`src/rtl/jm_pkg.sv`:
```
package jm_pkg;
    typedef enum logic {
        RUN_IDLE   = 1'b0,
        RUN_ACTIVE = 1'b1
    } run_state_e;
endpackage

```
`src/rtl/jm_tick_counter.sv`:
```
module jm_tick_counter #(
    parameter int          TICK_W    = 32,
    parameter logic [31:0] TICK_INIT = 32'd0
) (
    input  logic              clk,
    input  logic              rst_n,
    output logic [TICK_W-1:0] tick_o
);
    logic [TICK_W-1:0] tick_d, tick_q;

    always_comb begin
        tick_d = tick_q + {{(TICK_W-1){1'b0}}, 1'b1};
    end

    always_ff @(posedge clk) begin
        if (!rst_n) tick_q <= TICK_INIT[TICK_W-1:0];
        else        tick_q <= tick_d;
    end

    assign tick_o = tick_q;
endmodule

```
`src/rtl/jm_period_timer.sv`:
```
module jm_period_timer #(
    parameter int PERIOD_W = 32
) (
    input  logic                clk,
    input  logic                rst_n,
    input  logic                start_i,
    input  logic [PERIOD_W-1:0] period_i,
    input  logic                ack_i,
    output logic                irq_o,
    output logic                overrun_o
);
    typedef struct packed {
        logic                active;
        logic [PERIOD_W-1:0] cnt;
        logic                irq;
        logic                ovr;
    } timer_t;

    localparam logic [PERIOD_W-1:0] ONE = {{(PERIOD_W-1){1'b0}}, 1'b1};

    timer_t st_d, st_q;
    logic   enabled, boundary;

    always_comb begin
        st_d     = st_q;
        enabled  = st_q.active && (period_i != '0);
        boundary = enabled && (st_q.cnt >= period_i - ONE);
        if (enabled) st_d.cnt = boundary ? '0 : st_q.cnt + ONE;
        if (boundary) begin
            st_d.irq = 1'b1;
            if (st_q.irq && !ack_i) st_d.ovr = 1'b1;
        end else if (ack_i) begin
            st_d.irq = 1'b0;
        end
        if (start_i) begin
            st_d.active = 1'b1;
            st_d.cnt    = '0;
            st_d.irq    = 1'b0;
            st_d.ovr    = 1'b0;
        end
    end

    always_ff @(posedge clk) begin
        if (!rst_n) st_q <= '0;
        else        st_q <= st_d;
    end

    assign irq_o     = st_q.irq;
    assign overrun_o = st_q.ovr;
endmodule

```
`src/rtl/jm_interval_stats.sv`:
```
module jm_interval_stats
    import jm_pkg::*;
#(
    parameter int TICK_W      = 32,
    parameter int RUN_W       = 16,
    parameter int DEF_RUN_LEN = 650
) (
    input  logic              clk,
    input  logic              rst_n,
    input  logic              start_i,
    input  logic [RUN_W-1:0]  run_len_i,
    input  logic              evt_i,
    input  logic [TICK_W-1:0] stamp_i,
    output logic [TICK_W-1:0] last_o,
    output logic [TICK_W-1:0] min_o,
    output logic [TICK_W-1:0] max_o,
    output logic [RUN_W-1:0]  count_o,
    output logic              done_o
);
    localparam logic [RUN_W-1:0] DEF_LEN = RUN_W'(DEF_RUN_LEN);
    localparam logic [RUN_W-1:0] ONE     = {{(RUN_W-1){1'b0}}, 1'b1};

    typedef struct packed {
        run_state_e        state;
        logic [TICK_W-1:0] ref_stamp;
        logic [TICK_W-1:0] last;
        logic [TICK_W-1:0] min;
        logic [TICK_W-1:0] max;
        logic [RUN_W-1:0]  count;
        logic              done;
    } stats_t;

    stats_t            st_d, st_q;
    logic [RUN_W-1:0]  eff_len;
    logic [TICK_W-1:0] ival;
    logic              take;

    always_comb begin
        st_d    = st_q;
        eff_len = (run_len_i == '0) ? DEF_LEN : run_len_i;
        ival    = stamp_i - st_q.ref_stamp;
        take    = evt_i && (st_q.state == RUN_ACTIVE) && !st_q.done;
        if (start_i) begin
            st_d.state = RUN_ACTIVE;
            st_d.last  = '0;
            st_d.min   = '1;
            st_d.max   = '0;
            st_d.count = '0;
            st_d.done  = 1'b0;
        end else if (take) begin
            st_d.ref_stamp = stamp_i;
            if (st_q.count != '0) begin
                st_d.last = ival;
                if (ival < st_q.min) st_d.min = ival;
                if (ival > st_q.max) st_d.max = ival;
            end
            st_d.count = st_q.count + ONE;
            if (st_q.count + ONE == eff_len) st_d.done = 1'b1;
        end
    end

    always_ff @(posedge clk) begin
        if (!rst_n) begin
            st_q       <= '0;
            st_q.state <= RUN_IDLE;
            st_q.min   <= '1;
        end else begin
            st_q <= st_d;
        end
    end

    assign last_o  = st_q.last;
    assign min_o   = st_q.min;
    assign max_o   = st_q.max;
    assign count_o = st_q.count;
    assign done_o  = st_q.done;
endmodule

```
`src/rtl/jitter_irq_monitor.sv`:
```
module jitter_irq_monitor #(
    parameter int          TICK_W      = 32,
    parameter int          PERIOD_W    = 32,
    parameter int          RUN_W       = 16,
    parameter int          DEF_RUN_LEN = 650,
    parameter logic [31:0] TICK_INIT   = 32'd0
) (
    input  logic                clk,
    input  logic                rst_n,
    input  logic                start,
    input  logic [PERIOD_W-1:0] period,
    input  logic [RUN_W-1:0]    run_len,
    input  logic                irq_ack,
    input  logic                task_evt,
    output logic                irq,
    output logic                irq_overrun,
    output logic [TICK_W-1:0]   last_ival,
    output logic [TICK_W-1:0]   min_ival,
    output logic [TICK_W-1:0]   max_ival,
    output logic [RUN_W-1:0]    evt_count,
    output logic                done
);
    logic [TICK_W-1:0] stamp;

    jm_tick_counter #(.TICK_W(TICK_W), .TICK_INIT(TICK_INIT)) u_ticks (
        .clk    (clk),
        .rst_n  (rst_n),
        .tick_o (stamp)
    );

    jm_period_timer #(.PERIOD_W(PERIOD_W)) u_timer (
        .clk       (clk),
        .rst_n     (rst_n),
        .start_i   (start),
        .period_i  (period),
        .ack_i     (irq_ack),
        .irq_o     (irq),
        .overrun_o (irq_overrun)
    );

    jm_interval_stats #(
        .TICK_W(TICK_W), .RUN_W(RUN_W), .DEF_RUN_LEN(DEF_RUN_LEN)
    ) u_stats (
        .clk       (clk),
        .rst_n     (rst_n),
        .start_i   (start),
        .run_len_i (run_len),
        .evt_i     (task_evt),
        .stamp_i   (stamp),
        .last_o    (last_ival),
        .min_o     (min_ival),
        .max_o     (max_ival),
        .count_o   (evt_count),
        .done_o    (done)
    );
endmodule

```
`config.mk`:
```
export PLATFORM = sky130hd
export DESIGN_NAME = jitter_irq_monitor
export DESIGN_NICKNAME = d
export VERILOG_FILES = /design/src/rtl/jm_pkg.sv /design/src/rtl/jm_tick_counter.sv /design/src/rtl/jm_period_timer.sv /design/src/rtl/jm_interval_stats.sv /design/src/rtl/jitter_irq_monitor.sv
export SDC_FILE = /design/constraint.sdc
export NUM_CORES = 1
export LEC_CHECK = 0
export CORE_ASPECT_RATIO = 0.75
export CORE_MARGIN = 1
export CORE_UTILIZATION = 64
export CTS_BUF_LIST = sky130_fd_sc_hd__clkbuf_4 sky130_fd_sc_hd__clkbuf_8
export CTS_CLUSTER_DIAMETER = 80
export DETAILED_ROUTE_END_ITERATION = 10
export PLACE_DENSITY = 0.95
export REMOVE_ABC_BUFFERS = 1
export SLEW_MARGIN = 5
export SYNTH_ARGS = -nofsm -noshare
export SYNTH_HDL_FRONTEND = slang
export SYNTH_HIERARCHICAL = 1
export SYNTH_SLANG_ARGS = --single-unit
export TNS_END_PERCENT = 5
```
`constraint.sdc`:
```
create_clock -name clk -period 7.3 [get_ports clk]
set_clock_uncertainty 0.05 [all_clocks]
set_input_delay 1.095 -clock clk [delete_from_list [all_inputs] [get_ports clk]]
set_output_delay 1.095 -clock clk [all_outputs]
set_load 0.02 [all_outputs]
```
**Yosys cells after proc, flatten, opt, wreduce, memory -nomap -nowiden**

Index checks and enable logic that the tools add are counted.

- Reductions and logical operators: 18
- $add $sub $neg: 5
- $lt $le $gt $ge: 3
- Muxes and demuxes: 4
- Bitwise gates (word level): 2
- Eq/ne operators: 1

Operators with widths:

| operator | number |
|---|---|
| adder 32 x 1 -> 32 bit (second input constant) | 2 |
| greater-or-equal comparator 32 bit | 1 |
| greater-than comparator 32 bit | 1 |
| less-than comparator 32 bit | 1 |
| two-way mux 32 bit | 1 |
| nonzero test 32 bit | 1 |
| subtractor 32 x 1 -> 32 bit (second input constant) | 1 |
| subtractor 32 bit | 1 |
| adder 16 x 1 -> 16 bit (second input constant) | 1 |
| equality test 16 bit | 1 |
| logical NOT 16 bit | 1 |
| two-way mux 16 bit | 1 |
| nonzero test 16 bit | 1 |
| AND reduction 2 bit | 4 |
| AND reduction 3 bit | 2 |
| logical AND 1 bit | 5 |
| logical NOT 1 bit | 2 |
| two-way mux 1 bit | 2 |
| NOT 1 bit | 2 |
| nonzero test 2 bit | 1 |
| OR reduction 2 bit | 1 |

- Output and inout port bits: 115
- Input bits: 53
- Logic and storage cells: 44
- Register bits after elaboration: 212

**Longest topological paths before layout**

Gate-level depths: netlist of the first run.

- Depth after elaboration: 4
- Depth in mapped cells: 22

**Cells and area by module**

The synthesis of the first run kept the hierarchy.

By module, submodules not included:

| module | seq. area each (um^2) | area each (um^2) | instances | cells each |
|---|---|---|---|---|
| jm_interval_stats | 2922.8 | 10227.3 | 1 | 1284 |
| jm_period_timer | 700.7 | 3154.3 | 1 | 373 |
| jm_tick_counter | 640.6 | 1466.4 | 1 | 168 |

**Worst setup path after synthesis of the first run**

OpenSTA, ideal clock, no wires.

- Path type: input port to flip-flop
- Start: input port period[17]
- End: register u_timer/st_q[4] (netlist bit)
- Cell stages on the path: 14
- Arrival: 4.864 ns
- Slack: 2.264 ns
- Cells stage by stage: or4_1 or3_4 or4_2 buf_2 nor2_1 xnor2_1 ha_1 nand4_1 nor4_1 and4_1 o41a_1 nor3_1 clkbuf_1 a311o_1

- Cells in the longest elaborated chain, start to end: 4
- Elaborated cells between the ends (all ways): 6

Ends and longest elaborated chain:

| what | RTL line | text |
|---|---|---|
| start, declared | jitter_irq_monitor.sv:11 | `input logic [PERIOD_W-1:0] period,` |
| subtractor 32 x 1 -> 32 bit / nonzero test 32 bit (equally long branches) | jm_period_timer.sv:27, jm_period_timer.sv:26 |  |
| greater-or-equal comparator 32 bit / logical AND 1 bit (equally long branches) | jm_period_timer.sv:27, jm_period_timer.sv:26 |  |
| logical AND 1 bit | jm_period_timer.sv:27 | `boundary = enabled && (st_q.cnt >= period_i - ONE);` |
| two-way mux 32 bit | jm_period_timer.sv:28 | `if (enabled) st_d.cnt = boundary ? '0 : st_q.cnt + ONE;` |
| end signal, assigned | jm_period_timer.sv:45 | `else st_q <= st_d;` |
| end, declared | jm_period_timer.sv:21 | `timer_t st_d, st_q;` |

Parallel ways exist; a longest one is shown, timed or not.
A chain may end at the register's enable or synchronous reset.

**Worst setup path after layout of the first run**

- Start: input port period[5]
- End: register u_timer/st_q[18] (netlist bit)

Same word-level chain as after synthesis.

==> results of run 1 <==
## power breakdown
| part | internal (mW) | switching (mW) |
|---|---|---|
| Sequential | 1.17 | 0.00585 |
| Combinational | 0.164 | 0.243 |
| Clock | 0.639 | 0.496 |
## cell type report
class | count | area share, %
multi-input combinational | 1298 | 54.01
clock inverter | 9 | 0.6191
tap | 294 | 2.220
timing repair buffer | 178 | 10.59
inverter | 130 | 2.945
sequential | 213 | 25.73
clock buffer | 50 | 3.888
## flip-flops by register name, indices dropped and copies added, names as in the netlist, 16 cells and up
register	flops
u_stats/st_q	33
u_ticks/tick_o	32
u_stats/count_o	16
u_stats/last_o	32
u_stats/max_o	32
u_stats/min_o	32
u_timer/st_q	33
## routing by layer
| metal | wire length (microns) | GRT usage, % | vias up |
|---|---|---|---|
| met2 | 17770 | 52.27 | 809 |
| met4 | 893 | 10.78 | 0 |
| li1 | - | - | 6399 |
| met5 | 0 | 0 | - |
| met1 | 16940 | 44.31 | 6431 |
| met3 | 3763 | 6.576 | 113 |
## kinds of logic (layout without fill, tap and decap cells)
kind of cell | count (synthesis) | in the layout | share of synthesized area (%)
adders and majority gates | 132 | 132 | 11.17
DFF | 213 | 213 | 28.72
xor gates and xnor gates | 113 | 113 | 6.666
muxes | 53 | 53 | 3.590
AOI/OAI and AO/OA | 379 | 379 | 17.51
buffers and inverters | 314 | 367 | 11.19
and+or+nand+nor | 621 | 621 | 21.15
## path summary, 6_finish.rpt
check / to / slack (ns)
max: u_timer/st_q[18] / 1.08
min: u_stats/last_o[28] / 0.40
max reg2reg: u_stats/max_o[20] / 1.28
min reg2reg: u_stats/last_o[28] / 0.40
## worst max-delay path: stages
cell and delay, ns:
clkdlybuf4s50_1 0.49, nor4_1 0.54, nand3_1 0.27, or3_2 0.53
or2_1 0.34, or3_1 0.39, xor2_1 0.15, ha_1 0.31
nand4_1 0.16, nor4_1 0.11, a221oi_2 0.61, nand2_1 0.23
nor3_2 0.86, buf_4 0.37, a41o_1 0.19
## cells in the mapped netlist, types with 5 or more instances
cell,number,area [sq um]
a21boi_0,33,247.7
xor2_1,40,350.3
nor2b_1,9,56.30
nor3b_1,5,37.54
nand2_1,226,848.3
or4_1,15,112.6
and2_1,8,50.05
inv_1,129,484.2
xnor2_1,73,639.4
a21o_1,29,217.7
a21oi_1,111,555.5
o31ai_1,19,142.6
clkbuf_1,50,187.7
o22ai_1,5,31.28
nand4_1,39,244.0
a211oi_1,10,75.07
mux2i_1,51,510.5
buf_6,5,56.30
o21bai_1,7,52.55
dfxtp_1,213,4264
ha_1,131,1639
or3_1,20,125.1
o211ai_1,8,60.06
a221oi_1,6,52.55
nand2b_1,12,75.07
and4_1,13,113.9
nand3_1,59,295.3
o21a_1,31,232.7
o2bb2ai_1,5,43.79
buf_2,11,55.05
o21ai_0,56,280.3
or2_2,9,56.30
buf_4,115,863.3
nor3_1,34,170.2
and3_1,15,93.84
nor4_1,26,162.7
nor2_1,100,375.4
a31oi_1,6,37.54
## through the flow
step	setup slack [ns]	util, %	power, mW	area [sq um]
floorplan	1.040	-	1.446	13670
global placement	1.051	70.63	1.564	15830
detailed placement	0.7721	70.63	1.587	15830
CTS	1.271	73.97	2.712	16570
global route	0.8332	73.97	2.810	16570
finish	1.081	73.97	2.714	16570
==> impl_metrics.toml, run 1 <==
[drt]
totalWireLength_mm = 39.37
postRouteAntennaNets = 0
drt_iter0_markers = 1503
vias = 13752
avgViaCountPerCell = 6.331
firstDrtPassIters = 5
route.detailed.drc = 0
wl_per_cell_microns = 18.13

[floorplan]
initial_utilization_pct = 66.27
core_sq_mm = 0.02241
die_x_microns = 177.9
die_area_sq_mm = 0.02382
die_h_microns = 133.9
io_pins = 168
num_rows = 47

[critical_path]
cp-end-kind = "flip-flop"
required_ns = 7.72
startpoint_type = "input pin"
crit_fanout = 16
arrival_ns = 6.64
r2r_start = "u_ticks/tick_o[0]"
crit_type = "input pin to flip-flop"
crit_start = "period[5]"
worstRegToRegCells = 20

[placed_design]
dpl.cell_count = 2113
place_hpwl_mm = 28.35
portBuffers = 167
gp_congestion = 0.9206

[timing]
maxSlewViolCount = 0
fin_crit_sh_pct = 85.19
setup_violations = 0
fin_tns_setup_ns = 0
rsz0062_at_grt = "no"
max_freq_ghz = 0.1608
hold_violations = 0
period_minus_slack_ns = 6.219
slew_headroom_pct = 20.44
hold_slack_ns = 0.4046
worst_slew_pin_slew_ns = 1.183

[pwr]
irDropWorstVdd_mv = 0.1305
p_per_area_mw_per_mm2 = 163.8
p_leak_nw = 6.702

[finish]
multi_input_area_sq_mm = 0.008951
layout.nets = 2041
insertedDiodeCount = 0
layout.cells.most_common = "nand2_1"
drive_above_1_share_pct = 6.124
final_cell_mix = "nand2_1 (226), dfxtp_1 (213), clkdlybuf4s50_1 (167), ha_1 (131), inv_1 (129)"
final_cells = 2172
num-fill-cells = 1540
syn2layout_area_growth_pct = 11.61
seqCellArea_sq_mm = 0.004264

[clocking]
clk_pin_slew_ns = 0.06
clkSinkCount = 213
clockBufferDepth = 3
post_cts_resized = 0
cts-root-buf = "clkbuf_8"
clkLatencyLatePin_ns = 0.55
cts_setup_buffers = 0
numCtsBuffers = 35
cts-hold-fix-buffers = 0
cts_tree = "built"
cts-htree-levels = 2

[yosys]
syn_inst = 1825
synthArstFlopShare_pct = 0
synth-edff-count = 0
yosys_most_used_dff = "dfxtp_1"
syn_area_sq_mm = 0.01485
synth_warnings = 6
ys_types = 89
syn_area_per_cell_sq_um = 8.136
ys_ff_latch = 213
seq_area_frac_synth_pct = 28.72

[grt]
grt-ovfl-total = 0
track_usage_pct = 32.81
grt_max_degree = 51
antenna_found_initial = 0
grt_pass1_wl_mm = 64.63
grt_pass1_vias = 13297

[run_status]
status = "finished clean"

[hold_path]
hold_start = "u_stats/last_o[28]"
hold_class = "flip-flop to flip-flop"
hold-path-cell-count = 2

[run]
max-cap-violations = 0
Note: power is estimated with default switching activity, not from simulation.
==> run 2: changes to the inputs <==
--- a/config.mk
+++ b/config.mk
@@ -5,6 +5,7 @@
 export SDC_FILE = /design/constraint.sdc
 export NUM_CORES = 1
 export LEC_CHECK = 0
+export CAP_MARGIN = 25
 export CORE_ASPECT_RATIO = 0.75
 export CORE_MARGIN = 1
 export CORE_UTILIZATION = 64
==> run 2 against run 1 <==
  * Total power decreased by 2.5%
  * Register-to-register slack improved by 0.07 ns
  * Setup slack improved by 0.11 ns
  * Critical path type unchanged
  * Die area unchanged
  * Via count increased by 0.75%
  * Global-route usage decreased by 0.48 points
  * Worst hold slack improved by 0.0015 ns
  * Routed wire length decreased by 0.68%
  * Critical endpoint unchanged
  * First-iteration DRC count decreased by 13%
  * Non-clock buffer count increased by 2
==> impl_metrics.toml, run 2 (synthesis results as in run 1) <==
[grt]
antenna_found_initial = 0
track_usage_pct = 32.33
grt_pass1_wl_mm = 63.58
grt_max_degree = 51
grt-ovfl-total = 0
grt_pass1_vias = 13205

[clocking]
clockBufferDepth = 3
numCtsBuffers = 34
cts-htree-levels = 2
clkSinkCount = 213
cts-root-buf = "clkbuf_8"
cts-hold-fix-buffers = 0
cts_tree = "built"
clkLatencyLatePin_ns = 0.55
clk_pin_slew_ns = 0.06
post_cts_resized = 0
cts_setup_buffers = 0

[finish]
drive_above_1_share_pct = 5.923
final_cell_mix = "nand2_1 (226), dfxtp_1 (213), clkdlybuf4s50_1 (167), ha_1 (131), inv_1 (129)"
multi_input_area_sq_mm = 0.008951
layout.cells.most_common = "nand2_1"
insertedDiodeCount = 0
seqCellArea_sq_mm = 0.004264
layout.nets = 2042
num-fill-cells = 1540
largestRegisters = "u_stats/st_q (33), u_timer/st_q (33)"
syn2layout_area_growth_pct = 11.38
final_cells = 2168
final_cell_area_sq_mm = 0.01654

[floorplan]
die_h_microns = 133.9
io_pins = 168
num_rows = 47
die_area_sq_mm = 0.02382
core_sq_mm = 0.02241
die_x_microns = 177.9
initial_utilization_pct = 66.27

[timing]
hold_violations = 0
rsz0062_at_grt = "no"
slew_headroom_pct = 29.06
period_minus_slack_ns = 6.105
maxSlewViolCount = 0
max_freq_ghz = 0.1638
fin_crit_sh_pct = 83.62
fin_tns_setup_ns = 0
setup_violations = 0
worst_slew_pin_slew_ns = 1.058

[drt]
wl_per_cell_microns = 18.03
firstDrtPassIters = 6
avgViaCountPerCell = 6.391
drt_iter0_markers = 1312
vias = 13855
route.detailed.drc = 0
totalWireLength_mm = 39.10
postRouteAntennaNets = 0

[placed_design]
dpl.cell_count = 2114
gp_congestion = 0.9206
portBuffers = 167
place_area_sq_mm = 0.01585
place_hpwl_mm = 28.34

[critical_path]
cp-end-kind = "flip-flop"
required_ns = 7.70
rrSetupSlack_ns = 1.35
crit_type = "input pin to flip-flop"
crit_fanout = 16
startpoint_type = "input pin"
arrival_ns = 6.51

[pwr]
p_leak_nw = 6.688
p_per_area_mw_per_mm2 = 160.0
irDropWorstVdd_mv = 0.09698

[hold_path]
hold_class = "flip-flop to flip-flop"

[run_status]
status = "finished clean"

[run]
max-cap-violations = 0
-- run 2: stage by stage --
stage          util, %  total power [mW]  hold slack (ns)  worst slack, ns
2_1_floorplan        -             1.446           0.3902            1.040
3_3_place_gp     70.63             1.564           0.3923            1.051
3_5_place_dp     70.75             1.587           0.3982           0.8786
4_1_cts          73.79             2.645           0.4075            1.345
5_1_grt          73.81             2.742           0.4375           0.8973
6_report         73.81             2.647           0.4061            1.195
-- run 2: power breakdown --
part | leakage, nW | switching [mW] | internal (mW)
Clock | 0.353 | 0.480 | 0.588
Sequential | 1.72 | 0.00584 | 1.17
Combinational | 4.62 | 0.242 | 0.165
-- run 2: critical path, cell delays in order --
cell	delay, ns
clkdlybuf4s50_1	0.49
nor4_1	0.48
nand3_1	0.27
or3_2	0.53
or2_1	0.33
or3_1	0.39
xor2_1	0.15
ha_1	0.31
nand4_1	0.16
nor4_1	0.10
a221oi_2	0.57
nand2_1	0.23
nor3_2	0.84
buf_4	0.36
a41o_1	0.18
-- run 2: metal layers --
layer	part of all wire [%]	track usage [%]
met1	42	44.32
met3	10	5.442
met5	0	0
met4	2.3	10.97
met2	46	51.34
-- run 2: layout make-up --
| cell class | count | area share, % |
|---|---|---|
| Sequential cell | 213 | 25.78 |
| Inverter | 130 | 2.951 |
| Clock inverter | 8 | 0.5977 |
| Timing Repair Buffer | 180 | 10.80 |
| Clock buffer | 45 | 3.518 |
| Tap cell | 294 | 2.224 |
| Multi-Input combinational cell | 1298 | 54.12 |
-- run 2: path summary, 6_finish.rpt --
check / cells past startpoint / endpoint / from
hold reg to reg: 2 / u_stats/last_o[3] / u_stats/last_o[3]
hold / removal: 2 / u_stats/last_o[3] / u_stats/last_o[3]
setup / recovery: 15 / u_timer/st_q[18] / period[5]
setup reg to reg: 19 / u_stats/max_o[18] / u_ticks/tick_o[13]
